## src/rtl/bmc_pkg.sv

```systemverilog
package bmc_pkg;

  // spacing classes in units of the estimated half-bit
  typedef enum logic [1:0] {
    IV_ONE   = 2'd0,
    IV_TWO   = 2'd1,
    IV_THREE = 2'd2,
    IV_BAD   = 2'd3
  } iv_cls_t;

  typedef enum logic [1:0] {
    ST_HUNT = 2'd0,
    ST_PRE  = 2'd1,
    ST_DATA = 2'd2,
    ST_NEXT = 2'd3
  } frm_st_t;

  localparam logic [1:0] PT_NONE  = 2'b00;
  localparam logic [1:0] PT_BLOCK = 2'b01;
  localparam logic [1:0] PT_CHA   = 2'b10;
  localparam logic [1:0] PT_CHB   = 2'b11;

  function automatic logic [1:0] cls_halves(input iv_cls_t c);
    case (c)
      IV_ONE:   return 2'd1;
      IV_TWO:   return 2'd2;
      IV_THREE: return 2'd3;
      default:  return 2'd0;
    endcase
  endfunction

endpackage

```

## src/rtl/bmc_edge_det.sv

```systemverilog
module bmc_edge_det #(
  parameter int SYNC_STAGES = 2
) (
  input  logic clk,
  input  logic rst_n,
  input  logic line_i,
  output logic edge_o
);

  localparam int SW = SYNC_STAGES + 1;

  logic [SW-1:0] sh_r;
  logic [SW-1:0] sh_n;

  always_comb begin
    sh_n = {sh_r[SW-2:0], line_i};
  end

  always_ff @(posedge clk or negedge rst_n) begin
    if (!rst_n) begin
      sh_r <= '0;
    end else begin
      sh_r <= sh_n;
    end
  end

  // one-cycle pulse on any level change of the synchronized line
  assign edge_o = sh_r[SW-1] ^ sh_r[SW-2];

endmodule

```

## src/rtl/bmc_interval_meter.sv

```systemverilog
module bmc_interval_meter
  import bmc_pkg::*;
#(
  parameter int CW  = 10,
  parameter int WIN = 64
) (
  input  logic    clk,
  input  logic    rst_n,
  input  logic    edge_i,
  output logic    iv_vld_o,
  output iv_cls_t iv_cls_o,
  output logic    tmo_o,
  output logic    est_ok_o
);

  localparam int WW = (WIN > 1) ? $clog2(WIN) : 1;
  localparam int XW = CW + 3;
  localparam logic [WW-1:0] WIN_LAST = WW'(WIN - 1);

  logic [CW-1:0] cnt_r, cnt_n;
  logic          seen_r, seen_n;
  logic [WW-1:0] win_r, win_n;
  logic [CW-1:0] wmin_r, wmin_n;
  logic [CW-1:0] est_r, est_n;
  logic          ok_r, ok_n;
  logic          vld_r, vld_n;
  iv_cls_t       cls_r, cls_n;
  logic          tmo_r, tmo_n;

  logic [XW-1:0] len2, ex, e3, e4, e5, e7;
  logic          meas_en;

  always_comb begin
    // thresholds scaled by two so that 1.5, 2.5 and 3.5 stay integral
    len2 = {2'b00, cnt_r, 1'b0};
    ex   = {3'b000, est_r};
    e3   = ex + {ex[XW-2:0], 1'b0};
    e4   = {ex[XW-3:0], 2'b00};
    e5   = e4 + ex;
    e7   = e4 + e3;

    cnt_n = cnt_r;
    if (edge_i) begin
      cnt_n = CW'(1);
    end else if (cnt_r != '1) begin
      cnt_n = cnt_r + CW'(1);
    end

    seen_n  = seen_r | edge_i;
    meas_en = edge_i & seen_r;

    if (len2 < e3) begin
      cls_n = IV_ONE;
    end else if (len2 < e5) begin
      cls_n = IV_TWO;
    end else if (len2 < e7) begin
      cls_n = IV_THREE;
    end else begin
      cls_n = IV_BAD;
    end
    if (!meas_en) begin
      cls_n = cls_r;
    end
    vld_n = meas_en & ok_r;

    win_n  = win_r;
    wmin_n = wmin_r;
    est_n  = est_r;
    ok_n   = ok_r;
    if (meas_en) begin
      wmin_n = ((win_r == '0) || (cnt_r < wmin_r)) ? cnt_r : wmin_r;
      if (win_r == WIN_LAST) begin
        win_n = '0;
        est_n = wmin_n;
        ok_n  = 1'b1;
      end else begin
        win_n = win_r + WW'(1);
      end
    end

    tmo_n = ok_r & ~edge_i & ({3'b000, cnt_r} >= e4);
  end

  always_ff @(posedge clk or negedge rst_n) begin
    if (!rst_n) begin
      cnt_r  <= '0;
      seen_r <= 1'b0;
      win_r  <= '0;
      wmin_r <= '0;
      est_r  <= '0;
      ok_r   <= 1'b0;
      vld_r  <= 1'b0;
      cls_r  <= IV_BAD;
      tmo_r  <= 1'b0;
    end else begin
      cnt_r  <= cnt_n;
      seen_r <= seen_n;
      win_r  <= win_n;
      wmin_r <= wmin_n;
      est_r  <= est_n;
      ok_r   <= ok_n;
      vld_r  <= vld_n;
      cls_r  <= cls_n;
      tmo_r  <= tmo_n;
    end
  end

  assign iv_vld_o = vld_r;
  assign iv_cls_o = cls_r;
  assign tmo_o    = tmo_r;
  assign est_ok_o = ok_r;

endmodule

```

## src/rtl/bmc_framer.sv

```systemverilog
module bmc_framer
  import bmc_pkg::*;
#(
  parameter int SUB_BITS  = 32,
  parameter int PRE_SLOTS = 4
) (
  input  logic                clk,
  input  logic                rst_n,
  input  logic                iv_vld_i,
  input  iv_cls_t             iv_cls_i,
  input  logic                tmo_i,
  input  logic                est_ok_i,
  output logic [SUB_BITS-1:0] word_o,
  output logic                word_valid_o,
  output logic [1:0]          pre_type_o,
  output logic                locked_o
);

  localparam int DATA_BITS  = SUB_BITS - PRE_SLOTS;
  localparam int PRE_HALVES = 2 * PRE_SLOTS;
  localparam int BCW        = $clog2(DATA_BITS);
  localparam int HW         = $clog2(PRE_HALVES + 4);
  localparam logic [BCW-1:0] BC_LAST = BCW'(DATA_BITS - 1);
  localparam logic [HW-1:0]  HV_END  = HW'(PRE_HALVES);

  frm_st_t             st_r, st_n;
  logic [HW-1:0]       hv_r, hv_n, hv_sum;
  logic [BCW-1:0]      bc_r, bc_n;
  logic                pend_r, pend_n;
  logic [SUB_BITS-1:0] sh_r, sh_n;
  logic [1:0]          pt_r, pt_n;
  logic [SUB_BITS-1:0] word_r, word_n;
  logic [1:0]          ptype_r, ptype_n;
  logic                val_r, val_n;
  logic                lock_r, lock_n;
  logic                bit_en, bit_v, err;

  always_comb begin
    st_n    = st_r;
    hv_n    = hv_r;
    bc_n    = bc_r;
    pend_n  = pend_r;
    sh_n    = sh_r;
    pt_n    = pt_r;
    word_n  = word_r;
    ptype_n = ptype_r;
    val_n   = 1'b0;
    lock_n  = lock_r;
    bit_en  = 1'b0;
    bit_v   = 1'b0;
    err     = 1'b0;
    hv_sum  = hv_r + HW'(cls_halves(iv_cls_i));

    if (tmo_i || !est_ok_i) begin
      err = 1'b1;
    end else if (iv_vld_i) begin
      if (iv_cls_i == IV_BAD) begin
        err = 1'b1;
      end else begin
        case (st_r)
          ST_HUNT, ST_NEXT: begin
            if (iv_cls_i == IV_THREE) begin
              st_n = ST_PRE;
              hv_n = HW'(3);
              sh_n = '0;
            end else if (st_r == ST_NEXT) begin
              err = 1'b1;
            end
          end
          ST_PRE: begin
            if (hv_r == HW'(3)) begin
              case (iv_cls_i)
                IV_ONE:  pt_n = PT_BLOCK;
                IV_TWO:  pt_n = PT_CHB;
                default: pt_n = PT_CHA;
              endcase
            end
            if (hv_sum == HV_END) begin
              st_n   = ST_DATA;
              bc_n   = '0;
              pend_n = 1'b0;
            end else if (hv_sum > HV_END) begin
              err = 1'b1;
            end else begin
              hv_n = hv_sum;
            end
          end
          ST_DATA: begin
            case (iv_cls_i)
              IV_TWO: begin
                if (pend_r) begin
                  err = 1'b1;
                end else begin
                  bit_en = 1'b1;
                end
              end
              IV_ONE: begin
                if (pend_r) begin
                  pend_n = 1'b0;
                  bit_en = 1'b1;
                  bit_v  = 1'b1;
                end else begin
                  pend_n = 1'b1;
                end
              end
              default: err = 1'b1;
            endcase
          end
          default: err = 1'b1;
        endcase
      end
    end

    if (bit_en) begin
      // new cells enter at the top, the first one drifts down to the lowest data slot
      sh_n = {bit_v, sh_r[SUB_BITS-1:1]};
      if (bc_r == BC_LAST) begin
        word_n  = sh_n;
        ptype_n = pt_r;
        val_n   = 1'b1;
        lock_n  = 1'b1;
        st_n    = ST_NEXT;
      end else begin
        bc_n = bc_r + BCW'(1);
      end
    end

    if (err) begin
      st_n   = ST_HUNT;
      lock_n = 1'b0;
      pend_n = 1'b0;
    end
  end

  always_ff @(posedge clk or negedge rst_n) begin
    if (!rst_n) begin
      st_r    <= ST_HUNT;
      hv_r    <= '0;
      bc_r    <= '0;
      pend_r  <= 1'b0;
      sh_r    <= '0;
      pt_r    <= PT_NONE;
      word_r  <= '0;
      ptype_r <= PT_NONE;
      val_r   <= 1'b0;
      lock_r  <= 1'b0;
    end else begin
      st_r    <= st_n;
      hv_r    <= hv_n;
      bc_r    <= bc_n;
      pend_r  <= pend_n;
      sh_r    <= sh_n;
      pt_r    <= pt_n;
      word_r  <= word_n;
      ptype_r <= ptype_n;
      val_r   <= val_n;
      lock_r  <= lock_n;
    end
  end

  assign word_o       = word_r;
  assign word_valid_o = val_r;
  assign pre_type_o   = ptype_r;
  assign locked_o     = lock_r;

endmodule

```

## src/rtl/bmc_subframe_rx.sv

```systemverilog
module bmc_subframe_rx
  import bmc_pkg::*;
#(
  parameter int SUB_BITS    = 32,
  parameter int PRE_SLOTS   = 4,
  parameter int CW          = 10,
  parameter int WIN         = 64,
  parameter int SYNC_STAGES = 2
) (
  input  logic                clk,
  input  logic                rst_n,
  input  logic                line_i,
  output logic [SUB_BITS-1:0] word_o,
  output logic                word_valid_o,
  output logic [1:0]          pre_type_o,
  output logic                locked_o
);

  logic [1:0] rs_r;
  logic       rst_q_n;
  logic       edge_w;
  logic       iv_vld_w;
  iv_cls_t    iv_cls_w;
  logic       tmo_w;
  logic       est_ok_w;

  // reset asserts at once and leaves on a clock edge
  always_ff @(posedge clk or negedge rst_n) begin
    if (!rst_n) begin
      rs_r <= '0;
    end else begin
      rs_r <= {rs_r[0], 1'b1};
    end
  end
  assign rst_q_n = rs_r[1];

  bmc_edge_det #(
    .SYNC_STAGES(SYNC_STAGES)
  ) u_edge (
    .clk    (clk),
    .rst_n  (rst_q_n),
    .line_i (line_i),
    .edge_o (edge_w)
  );

  bmc_interval_meter #(
    .CW  (CW),
    .WIN (WIN)
  ) u_meter (
    .clk      (clk),
    .rst_n    (rst_q_n),
    .edge_i   (edge_w),
    .iv_vld_o (iv_vld_w),
    .iv_cls_o (iv_cls_w),
    .tmo_o    (tmo_w),
    .est_ok_o (est_ok_w)
  );

  bmc_framer #(
    .SUB_BITS  (SUB_BITS),
    .PRE_SLOTS (PRE_SLOTS)
  ) u_framer (
    .clk          (clk),
    .rst_n        (rst_q_n),
    .iv_vld_i     (iv_vld_w),
    .iv_cls_i     (iv_cls_w),
    .tmo_i        (tmo_w),
    .est_ok_i     (est_ok_w),
    .word_o       (word_o),
    .word_valid_o (word_valid_o),
    .pre_type_o   (pre_type_o),
    .locked_o     (locked_o)
  );

endmodule

```

## config.mk

```make
export PLATFORM = sky130hd
export DESIGN_NAME = bmc_subframe_rx
export DESIGN_NICKNAME = d
export VERILOG_FILES = /design/src/rtl/bmc_pkg.sv /design/src/rtl/bmc_edge_det.sv /design/src/rtl/bmc_interval_meter.sv /design/src/rtl/bmc_framer.sv /design/src/rtl/bmc_subframe_rx.sv
export SDC_FILE = /design/constraint.sdc
export NUM_CORES = 1
export LEC_CHECK = 0
export ABC_CLOCK_PERIOD_IN_PS = 6000
export BUFFER_PORTS_ARGS = -buffer_cell sky130_fd_sc_hd__buf_2
export CAP_MARGIN = 20
export CORE_MARGIN = 2
export CORE_UTILIZATION = 50
export DETAILED_ROUTE_END_ITERATION = 7
export PLACE_DENSITY_LB_ADDON = 0.1
export SETUP_SLACK_MARGIN = 0.1
export SLEW_MARGIN = 20
export SYNTH_ARGS = -nofsm -noshare
export SYNTH_HDL_FRONTEND = slang
export SYNTH_HIERARCHICAL = 1
export SYNTH_SLANG_ARGS = --single-unit
```

## constraint.sdc

```tcl
create_clock -name clk -period 6 [get_ports clk]
set_input_delay 1.2 -clock clk [delete_from_list [all_inputs] [get_ports clk]]
set_output_delay 1.2 -clock clk [all_outputs]
set_load 0.01 [all_outputs]
```

* Word-level counts from Yosys, hierarchy flattened
Index checks and enable logic that the tools add are counted.
** Storage, ports and cells
- Bits in registers :: 129
- Logic and storage cells :: 154
- Bits of input ports :: 3
- Output and inout bits :: 36
** Operators by class
- Eq/ne operators :: 20
- Multiplexer cells :: 68
- Add/sub/neg operators :: 7
- Magnitude comparators :: 6
- Bitwise gates (word level) :: 9
- Reduce and logical (&&, ||, !) cells :: 23
** Operator list (count)
- 32-bit two-way mux :: 6
- 11-bit by 13-bit less-than comparator with 1-bit output :: 3
- 5-bit two-way mux :: 7
- 1-bit two-way mux :: 30
- 10-bit two-way mux :: 3
- 2-bit two-way mux :: 10
- 2-bit nonzero test :: 8
- 12-bit by 10-bit adder with 13-bit output :: 1
- 12-bit by 13-bit adder with 13-bit output :: 1
- 10-bit by 11-bit adder with 12-bit output :: 1
- 10-bit by 12-bit greater-or-equal comparator with 1-bit output :: 1
- 4-bit two-way mux :: 3
- 10-bit by 1-bit adder with 10-bit output, second input constant :: 1
- 10-bit less-than comparator :: 1
- 10-bit != test, second input constant :: 1
- 2-bit by 1-bit != test with 1-bit output, second input constant :: 5
- 5-bit AND reduction :: 2
- 2-bit == test, second input constant :: 4
- 2-bit case mux with 2 select lines :: 2
- 4-bit case mux with 2 select lines :: 1
- 7-bit AND reduction :: 1
- 6-bit by 1-bit adder with 6-bit output, second input constant :: 1
- 6-bit == test, second input constant :: 1
- 6-bit logical NOT :: 1
- 24 further kinds :: 38

* Longest topological paths before layout
Gate-level depths: netlist of the first run.
- Depth in word-level cells :: 12
- Mapped depth :: 20
- Gate-level depth less buffers :: 20

* Modules after synthesis
The synthesis of the first run kept the hierarchy.
** By module, submodules not included
- bmc_interval_meter :: times used 1, seq. area each 1053.5 um^2, cells an instance 472, area each 4202.8 um^2
- bmc_framer :: times used 1, seq. area each 2026.9 um^2, cells an instance 260, area each 3520.9 um^2
- bmc_edge_det :: times used 1, seq. area each 75.1 um^2, cells an instance 4, area each 83.8 um^2
- bmc_subframe_rx :: times used 1, seq. area each 50.0 um^2, cells an instance 3, area each 53.8 um^2

* Worst setup path after synthesis of the first run
OpenSTA, ideal clock, no wires.
- Kind :: flip-flop to flip-flop
- Start point :: register u_meter.est_r[1]
- End point :: register u_meter.cls_r[0] (netlist: u_meter/iv_cls_o[0])
- Path buffers :: 0
- Cell stages (with the launch flop) :: 21
- Arrival time :: 4.281 ns
- Setup time :: 0.088 ns
- Period minus slack after synthesis :: 4.370 ns
- Required time :: 5.912 ns
- Path slack :: 1.630 ns
- Cell sequence :: dfrtp_1 > ha_1 > fa_1 > a211oi_1 > nor2_1 > o31ai_1 > nand2b_1 > a21oi_1 > xnor2_1 > ha_1 > a21o_1 > nor3_1 > a21oi_1 > xnor2_1 > ha_1 > nor3_1 > nand2_1 > a2111oi_0 > a2111oi_0 > a22oi_1 > a2bb2oi_1
** On the way
- Word-level cells in the longest chain between the ends :: 6
- Elaborated cells on any way between the ends :: 9
- Those cells by class :: add/sub (3); order compare (3); mux (3)
** RTL lines
- start: declaration :: RTL line bmc_interval_meter.sv:24 : logic [CW-1:0] est_r, est_n;
- start signal: assignment :: RTL line bmc_interval_meter.sv:100 : est_r <= est_n;
- 10-bit by 11-bit adder with 12-bit output :: RTL line bmc_interval_meter.sv:37 : e3 = ex + {ex[XW-2:0], 1'b0};
- 12-bit by 13-bit adder with 13-bit output :: RTL line bmc_interval_meter.sv:40 : e7 = e4 + e3;
- 11-bit by 13-bit less-than comparator with 1-bit output :: RTL line bmc_interval_meter.sv:56 : end else if (len2 < e7) begin
- 1-bit two-way mux :: RTL line bmc_interval_meter.sv:56
- 2-bit two-way mux :: RTL line bmc_interval_meter.sv:54 : end else if (len2 < e5) begin
- 2-bit two-way mux (*) :: RTL line bmc_interval_meter.sv:52 : if (len2 < e3) begin
- end signal: assignment :: RTL line bmc_interval_meter.sv:103 : cls_r <= cls_n;
- end: declaration :: RTL line bmc_interval_meter.sv:27 : iv_cls_t cls_r, cls_n;
Every way passes the cells marked *; elsewhere a longest branch is shown, timed or not.
A chain may end at the register's enable or synchronous reset.

* Worst setup path after layout of the first run
Ends and elaborated chain as after synthesis.

==> flow_metrics.tcl, run 1 <==
set metrics [dict create \
    finalClockSkew_ns 0.00950 \
    grt_usage_pct 20.9 \
    antenna_found_initial 0 \
    irDropWorstVdd_v 0.000212 \
    cp-endpoint "u_meter/iv_cls_o[0]$_DFFE_PN1P_" \
    synth_seq_area_share_pct 40.8 \
    fin_crit_ns 5.23 \
    hold_viol_final 0 \
    die-area_um2 16700 \
    power.density_nw_per_um2 312 \
    routed_wirelength_mm 16.2 \
    avgViaCountPerCell 5.65 \
    worstMarginPinSlew_ns 1.05 \
    yosysWarnings 6 \
    cts.clk_slew.worst_paths_ns 0.06 \
    grt_pass1_wl_mm 27.8 \
    core_um2 15300 \
    syn_area_per_cell_um2 10.6 \
    dp_hpwl_mm 11.5 \
    post_cts_resized 0 \
    yosys.area.top_type_share_pct 40.1 \
    rr_endpoint "u_meter/iv_cls_o[0]$_DFFE_PN1P_" \
    crit_path_start_kind "flip-flop" \
    start_util_pct 51.5 \
    r2r_cells 20 \
    synth-edff-count 0 \
    dp.cells 971 \
    worstPathRequired_ns 6.33 \
    setup_viol 0 \
    numClockSinks 128 \
    wire_per_inst_um 16.2 \
    stdcell_count 1003 \
    cp-end-kind "flip-flop" \
    h-tree-depth 4 \
    cts_buffers 17 \
    syn-cell-area_um2 7860 \
    gp_congestion 0.885 \
    outcome "complete, no violations" \
    netlist_top_cells_area "dfrtp_1, ha_1, mux2_4" \
    rrSetupSlack_ns 0.77 \
    drive_gt1_share_pct 13.8 \
    num_antenna_cells 0 \
    postSynthCellCount 739 \
    synth_ff_type "dfrtp_1" \
    rows 45 \
    die_y_um 129 \
    synth_largest_area_cell "dfrtp_1" \
    hold_class "reg2async" \
    final_util_pct 58.0 \
    synth.lib_cells_used.distinct 68 \
    grt_max_degree 82 \
    fin_crit_sh_pct 87.2 \
    route.vias.total 5663 \
    nets 877 \
    synth_common_cells "dfrtp_1, ha_1, inv_1, nor2_1, a21oi_1" \
    clock.fmax_mhz 191 \
    syn2layout_area_growth_pct 12.5 \
    dr.first_iter.drc_count 242 \
    cts_setup_buffers 0 \
    root_buffer "clkbuf_16" \
    timing.setup.tns_ns 0 \
    synth_nets 837 \
    crit_arrival_ns 5.55 \
    clk_latency_ns 0.41 \
    power_leakage_nw 4.43 \
    hold_buffers 0 \
    synthArstFlopShare_pct 100 \
    place.port_buffers 38 \
    clk_path_buf_depth 2 \
    fill_cells 1325 \
    rsz0062_at_grt "false" \
    drtPass1Iterations 5 \
    r2r-start "u_meter/est_r[1]$_DFFE_PN0P_" \
    cts_tree "yes" \
    grt-ovfl-total 0 \
    synth_seq_cells 128 \
    die_w_um 129 \
    synth.most_common_cell "dfrtp_1" \
    remaining_drc_errors 0 \
    crit_fanout 8 \
    antenna_left 0 \
    io_pins 39 \
    critPathKind "reg2reg" \
    grt_pass1_vias 5743 \
    max_cap_viol_count 0 \
    maxSlewHeadroom_pct 29.7 \
    slew_viol_final 0 \
    holdWs_ns 0.347 \
    crit_start "u_meter/est_r[1]$_DFFE_PN0P_" \
]
==> final cells by class <==
class / instances / area (µm²) / share of cell area (%)
multi-input combinational: 539 / 4350 / 49.2
clock buffer: 18 / 429 / 4.85
tap: 211 / 264 / 2.99
timing repair buffer: 41 / 213 / 2.41
inverter: 52 / 195 / 2.21
clock inverter: 14 / 180 / 2.04
sequential: 128 / 3210 / 36.3
==> cells by family after synthesis <==
logic type      synth area share, %
xor+xnor                       3.57
other cells                  0.0477
compound gates                 15.9
mux                            8.88
fa+ha+maj                      15.5
flops                          40.8
buf+inv                        3.90
simple gates                   11.5
==> placed cells by master (no fill, tap or decap), types with 14 or more instances in the layout <==
master,synthesis,routed
ha_1,91,91
mux2_4,22,22
a22o_1,33,33
nand2_1,32,31
inv_1,51,51
nor3_1,19,19
a21oi_1,39,39
xnor2_1,20,20
mux2_1,20,20
nor2_1,46,46
dfrtp_1,126,125
nand3_1,19,19
clkbuf_16,0,17
o21ai_0,24,24
a21o_1,14,14
buf_2,5,38
==> worst min path at each step <==
stage,from,end,slack (ns)
after floorplan,rs_r[0]$_DFF_PN0_,rs_r[1]$_DFF_PN0_,0.33
after global placement,rs_r[0]$_DFF_PN0_,rs_r[1]$_DFF_PN0_,0.34
after detailed placement,u_edge/sh_r[0]$_DFF_PN0_,u_edge/sh_r[1]$_DFF_PN0_,0.35
after CTS,u_edge/sh_r[0]$_DFF_PN0_,u_edge/sh_r[1]$_DFF_PN0_,0.36
after global routing,u_edge/sh_r[0]$_DFF_PN0_,u_edge/sh_r[1]$_DFF_PN0_,0.37
final,rs_r[1]$_DFF_PN0_,u_meter/win_r[3]$_DFFE_PN0P_,0.35
==> layer usage <==
metal / vias to the layer above / global-route usage [%] / part of all wire (%)
li1: 2785 / - / -
met1: 2754 / 26.2 / 46
met2: 102 / 34.7 / 49
met3: 22 / 4.58 / 3.3
met4: 0 / 8.95 / 1.9
met5: - / 0 / 0
==> flip-flops by register name (all words and copies together), names as in the netlist, 2 cells and up <==
name	flops
rs_r	2
u_edge/sh_r	3
u_framer/bc_r	5
u_framer/hv_r	4
u_framer/pre_type_o	2
u_framer/pt_r	2
u_framer/sh_r	31
u_framer/st_r	2
u_framer/word_o	32
u_meter/cnt_r	10
u_meter/est_r	10
u_meter/iv_cls_o	2
u_meter/win_r	6
u_meter/wmin_r	10
==> worst max-delay path, cell delays in order, from the launching register on <==
cell       delay, ns
dfrtp_1         0.48
ha_1            0.27
fa_1            0.43
a211oi_1        0.25
nor2_1          0.10
o31ai_1         0.29
nand2b_1        0.09
a21oi_1         0.26
xnor2_1         0.19
ha_1            0.29
a21o_1          0.17
nor3_1          0.14
a21oi_1         0.13
xnor2_1         0.18
ha_1            0.22
nor3_1          0.29
nand2_1         0.10
a2111oi_0       0.66
a2111oi_0       0.19
a22oi_1         0.29
a2bb2oi_1       0.11
==> stage by stage <==
stage               setup WS [ns]  total power [mW]  area, µm²
floorplan                    1.63              1.55       7860
global placement             1.25              1.69       8230
detailed placement          0.810              1.71       8230
CTS                         0.770              2.78       8840
global route                0.264              2.92       8840
finish                      0.771              2.76       8840
==> power by group <==
group / internal, mW / total (mW) / leakage [nW] / switching, mW
clock network: 0.662 / 1.06 / 0.298 / 0.399
logic: 0.303 / 0.696 / 2.39 / 0.394
registers: 0.921 / 1.00 / 1.74 / 0.0795
total: 1.88 / 2.76 / 4.43 / 0.872
No activity file was read; power rests on OpenSTA's default activity.
==> run 2, diff against run 1 <==
--- a/config.mk
+++ b/config.mk
@@ -9,7 +9,7 @@
 export BUFFER_PORTS_ARGS = -buffer_cell sky130_fd_sc_hd__buf_2
 export CAP_MARGIN = 20
 export CORE_MARGIN = 2
-export CORE_UTILIZATION = 50
+export CORE_UTILIZATION = 25
 export DETAILED_ROUTE_END_ITERATION = 7
 export PLACE_DENSITY_LB_ADDON = 0.1
 export SETUP_SLACK_MARGIN = 0.1
==> flow_metrics.tcl, run 2 (synthesis gave the netlist of run 1 again) <==
set metrics [dict create \
    avgViaCountPerCell 4.77 \
    clock.fmax_mhz 191 \
    cts_tree "yes" \
    mostFrequentLayoutCells "dfrtp_1, ha_1, inv_1" \
    slew_viol_final 0 \
    r2r_cells 20 \
    r2r-start "u_meter/est_r[1]$_DFFE_PN0P_" \
    min_from "rs_r[0]$_DFF_PN0_" \
    fin_crit_ns 5.23 \
    maxSlewHeadroom_pct 44.1 \
    num_antenna_cells 0 \
    dr.first_iter.drc_count 268 \
    rows 64 \
    final_util_pct 29.5 \
    cp-end-kind "flip-flop" \
    worstMarginPinSlew_ns 0.838 \
    cts.clk_slew.worst_paths_ns 0.06 \
    cpPeakStageDelay_ns 0.60 \
    antenna_found_initial 0 \
    fin_crit_sh_pct 87.2 \
    antenna_left 0 \
    clk_path_buf_depth 2 \
    cp_top_family "compound AO/OA/AOI/OAI gates" \
    die-area_um2 32900 \
    routed_wirelength_mm 18.4 \
    start_util_pct 25.6 \
    cts_setup_buffers 0 \
    grt-ovfl-total 0 \
    mostFrequentLayoutCell "dfrtp_1" \
    place_area_um2 8480 \
    power_leakage_nw 4.43 \
    fill_cells 3213 \
    critPathKind "reg2reg" \
    crit_fanout 8 \
    die_w_um 181 \
    die_y_um 181 \
    grt_usage_pct 11.9 \
    whs_path_depth 0 \
    remaining_drc_errors 0 \
    post_cts_resized 0 \
    route.vias.total 5676 \
    outcome "complete, no violations" \
    rr_endpoint "u_meter/iv_cls_o[0]$_DFFE_PN1P_" \
    setup_viol 0 \
    drtPass1Iterations 6 \
    wire_per_inst_um 15.5 \
    gp_congestion 0.842 \
    grt_max_degree 81 \
    hold_buffers 0 \
    dp_hpwl_mm 13.2 \
    h-tree-depth 4 \
    crit_arrival_ns 5.58 \
    worst_slack_ns 0.767 \
    timing.setup.tns_ns 0 \
    cpMostUsedCell "ha_1" \
    worstPathRequired_ns 6.34 \
    critPathBufInv 0 \
    grt_pass1_vias 5857 \
    hold_viol_final 0 \
    regArea_um2 3210 \
    nets 879 \
    power.density_nw_per_um2 300 \
    grt_pass1_wl_mm 31.0 \
    max_cap_viol_count 0 \
    rrSetupSlack_ns 0.77 \
    hold_class "reg2reg" \
    finalClockSkew_ns 0.0120 \
    largest_reg_flops 32 \
    irDropWorstVdd_v 0.000186 \
    holdPathEnd "rs_r[1]$_DFF_PN0_" \
    rsz0062_at_grt "false" \
    root_buffer "clkbuf_16" \
    crit_path_start_kind "flip-flop" \
    drive_gt1_share_pct 13.6 \
    final_area_um2 9060 \
    clk_latency_ns 0.42 \
    crit_chain "ha_1 -> fa_1 -> a211oi_1 -> nor2_1 -> o31ai_1 -> nand2b_1 -> a21oi_1 -> xnor2_1 -> ha_1 -> a21o_1 -> nor3_1 -> a21oi_1 -> xnor2_1 -> ha_1 -> nor3_1 -> nand2_1 -> a2111oi_0 -> a2111oi_0 -> a22oi_1 -> a2bb2oi_1" \
    syn2layout_area_growth_pct 15.2 \
    place_ws_ns 0.852 \
    slowest_stage "a2111oi_0" \
    multiInputGateArea_um2 4360 \
    core_um2 30700 \
    place.port_buffers 38 \
    cts_buffers 17 \
    numClockSinks 128 \
    io_pins 39 \
]
-- run 2: changes by cell type in the layout (fill, tap and decap cells not counted), moves of 3 or more --
cell        before  now
clkbuf_1         1    5
clkinv_4         3    0
clkinvlp_4       1    4
inv_6            4    1
-- run 2: worst max-delay path by stage --
stage,start,slack (ns),depth (start not counted),to
floorplan,u_meter/est_r[1]$_DFFE_PN0P_,1.63,20,u_meter/iv_cls_o[0]$_DFFE_PN1P_
global placement,u_meter/est_r[1]$_DFFE_PN0P_,1.09,20,u_meter/iv_cls_o[0]$_DFFE_PN1P_
detailed placement,u_meter/est_r[1]$_DFFE_PN0P_,0.85,20,u_meter/iv_cls_o[0]$_DFFE_PN1P_
CTS,u_meter/est_r[1]$_DFFE_PN0P_,0.79,20,u_meter/iv_cls_o[0]$_DFFE_PN1P_
global route,u_meter/est_r[1]$_DFFE_PN0P_,0.20,20,u_meter/iv_cls_o[0]$_DFFE_PN1P_
finish,u_meter/est_r[1]$_DFFE_PN0P_,0.77,20,u_meter/iv_cls_o[0]$_DFFE_PN1P_
-- run 2: through the flow --
| step | cells | total power [mW] | hold WS, ns |
|---|---|---|---|
| after floorplan | 739 | 1.55 | 0.331 |
| after global placement | 1158 | 1.73 | 0.340 |
| after detailed placement | 1158 | 1.73 | 0.340 |
| after CTS | 1190 | 2.77 | 0.353 |
| after global routing | 1190 | 2.91 | 0.370 |
| final | 1190 | 2.71 | 0.350 |
-- run 2: routing by layer --
layer  vias to the layer above  track usage [%]  routed length (µm)
li1                       2788                -                   -
met1                      2789             15.3                8970
met2                        79             19.6                8690
met3                        20             2.46                 484
met4                         0             4.23                 299
met5                         -                0                   0
-- run 2: layout make-up --
cell class | instances | area share (%)
clock buffer | 23 | 5.06
clock inverter | 9 | 1.20
sequential | 128 | 35.4
tap | 396 | 5.47
multi-input combinational | 539 | 48.1
inverter | 52 | 2.16
timing repair buffer | 43 | 2.56
-- run 2: where the power goes --
group	internal [mW]	switching (mW)	leakage, nW	total (mW)
registers	0.921	0.0810	1.74	1.00
logic	0.303	0.403	2.42	0.706
clock network	0.622	0.384	0.264	1.01
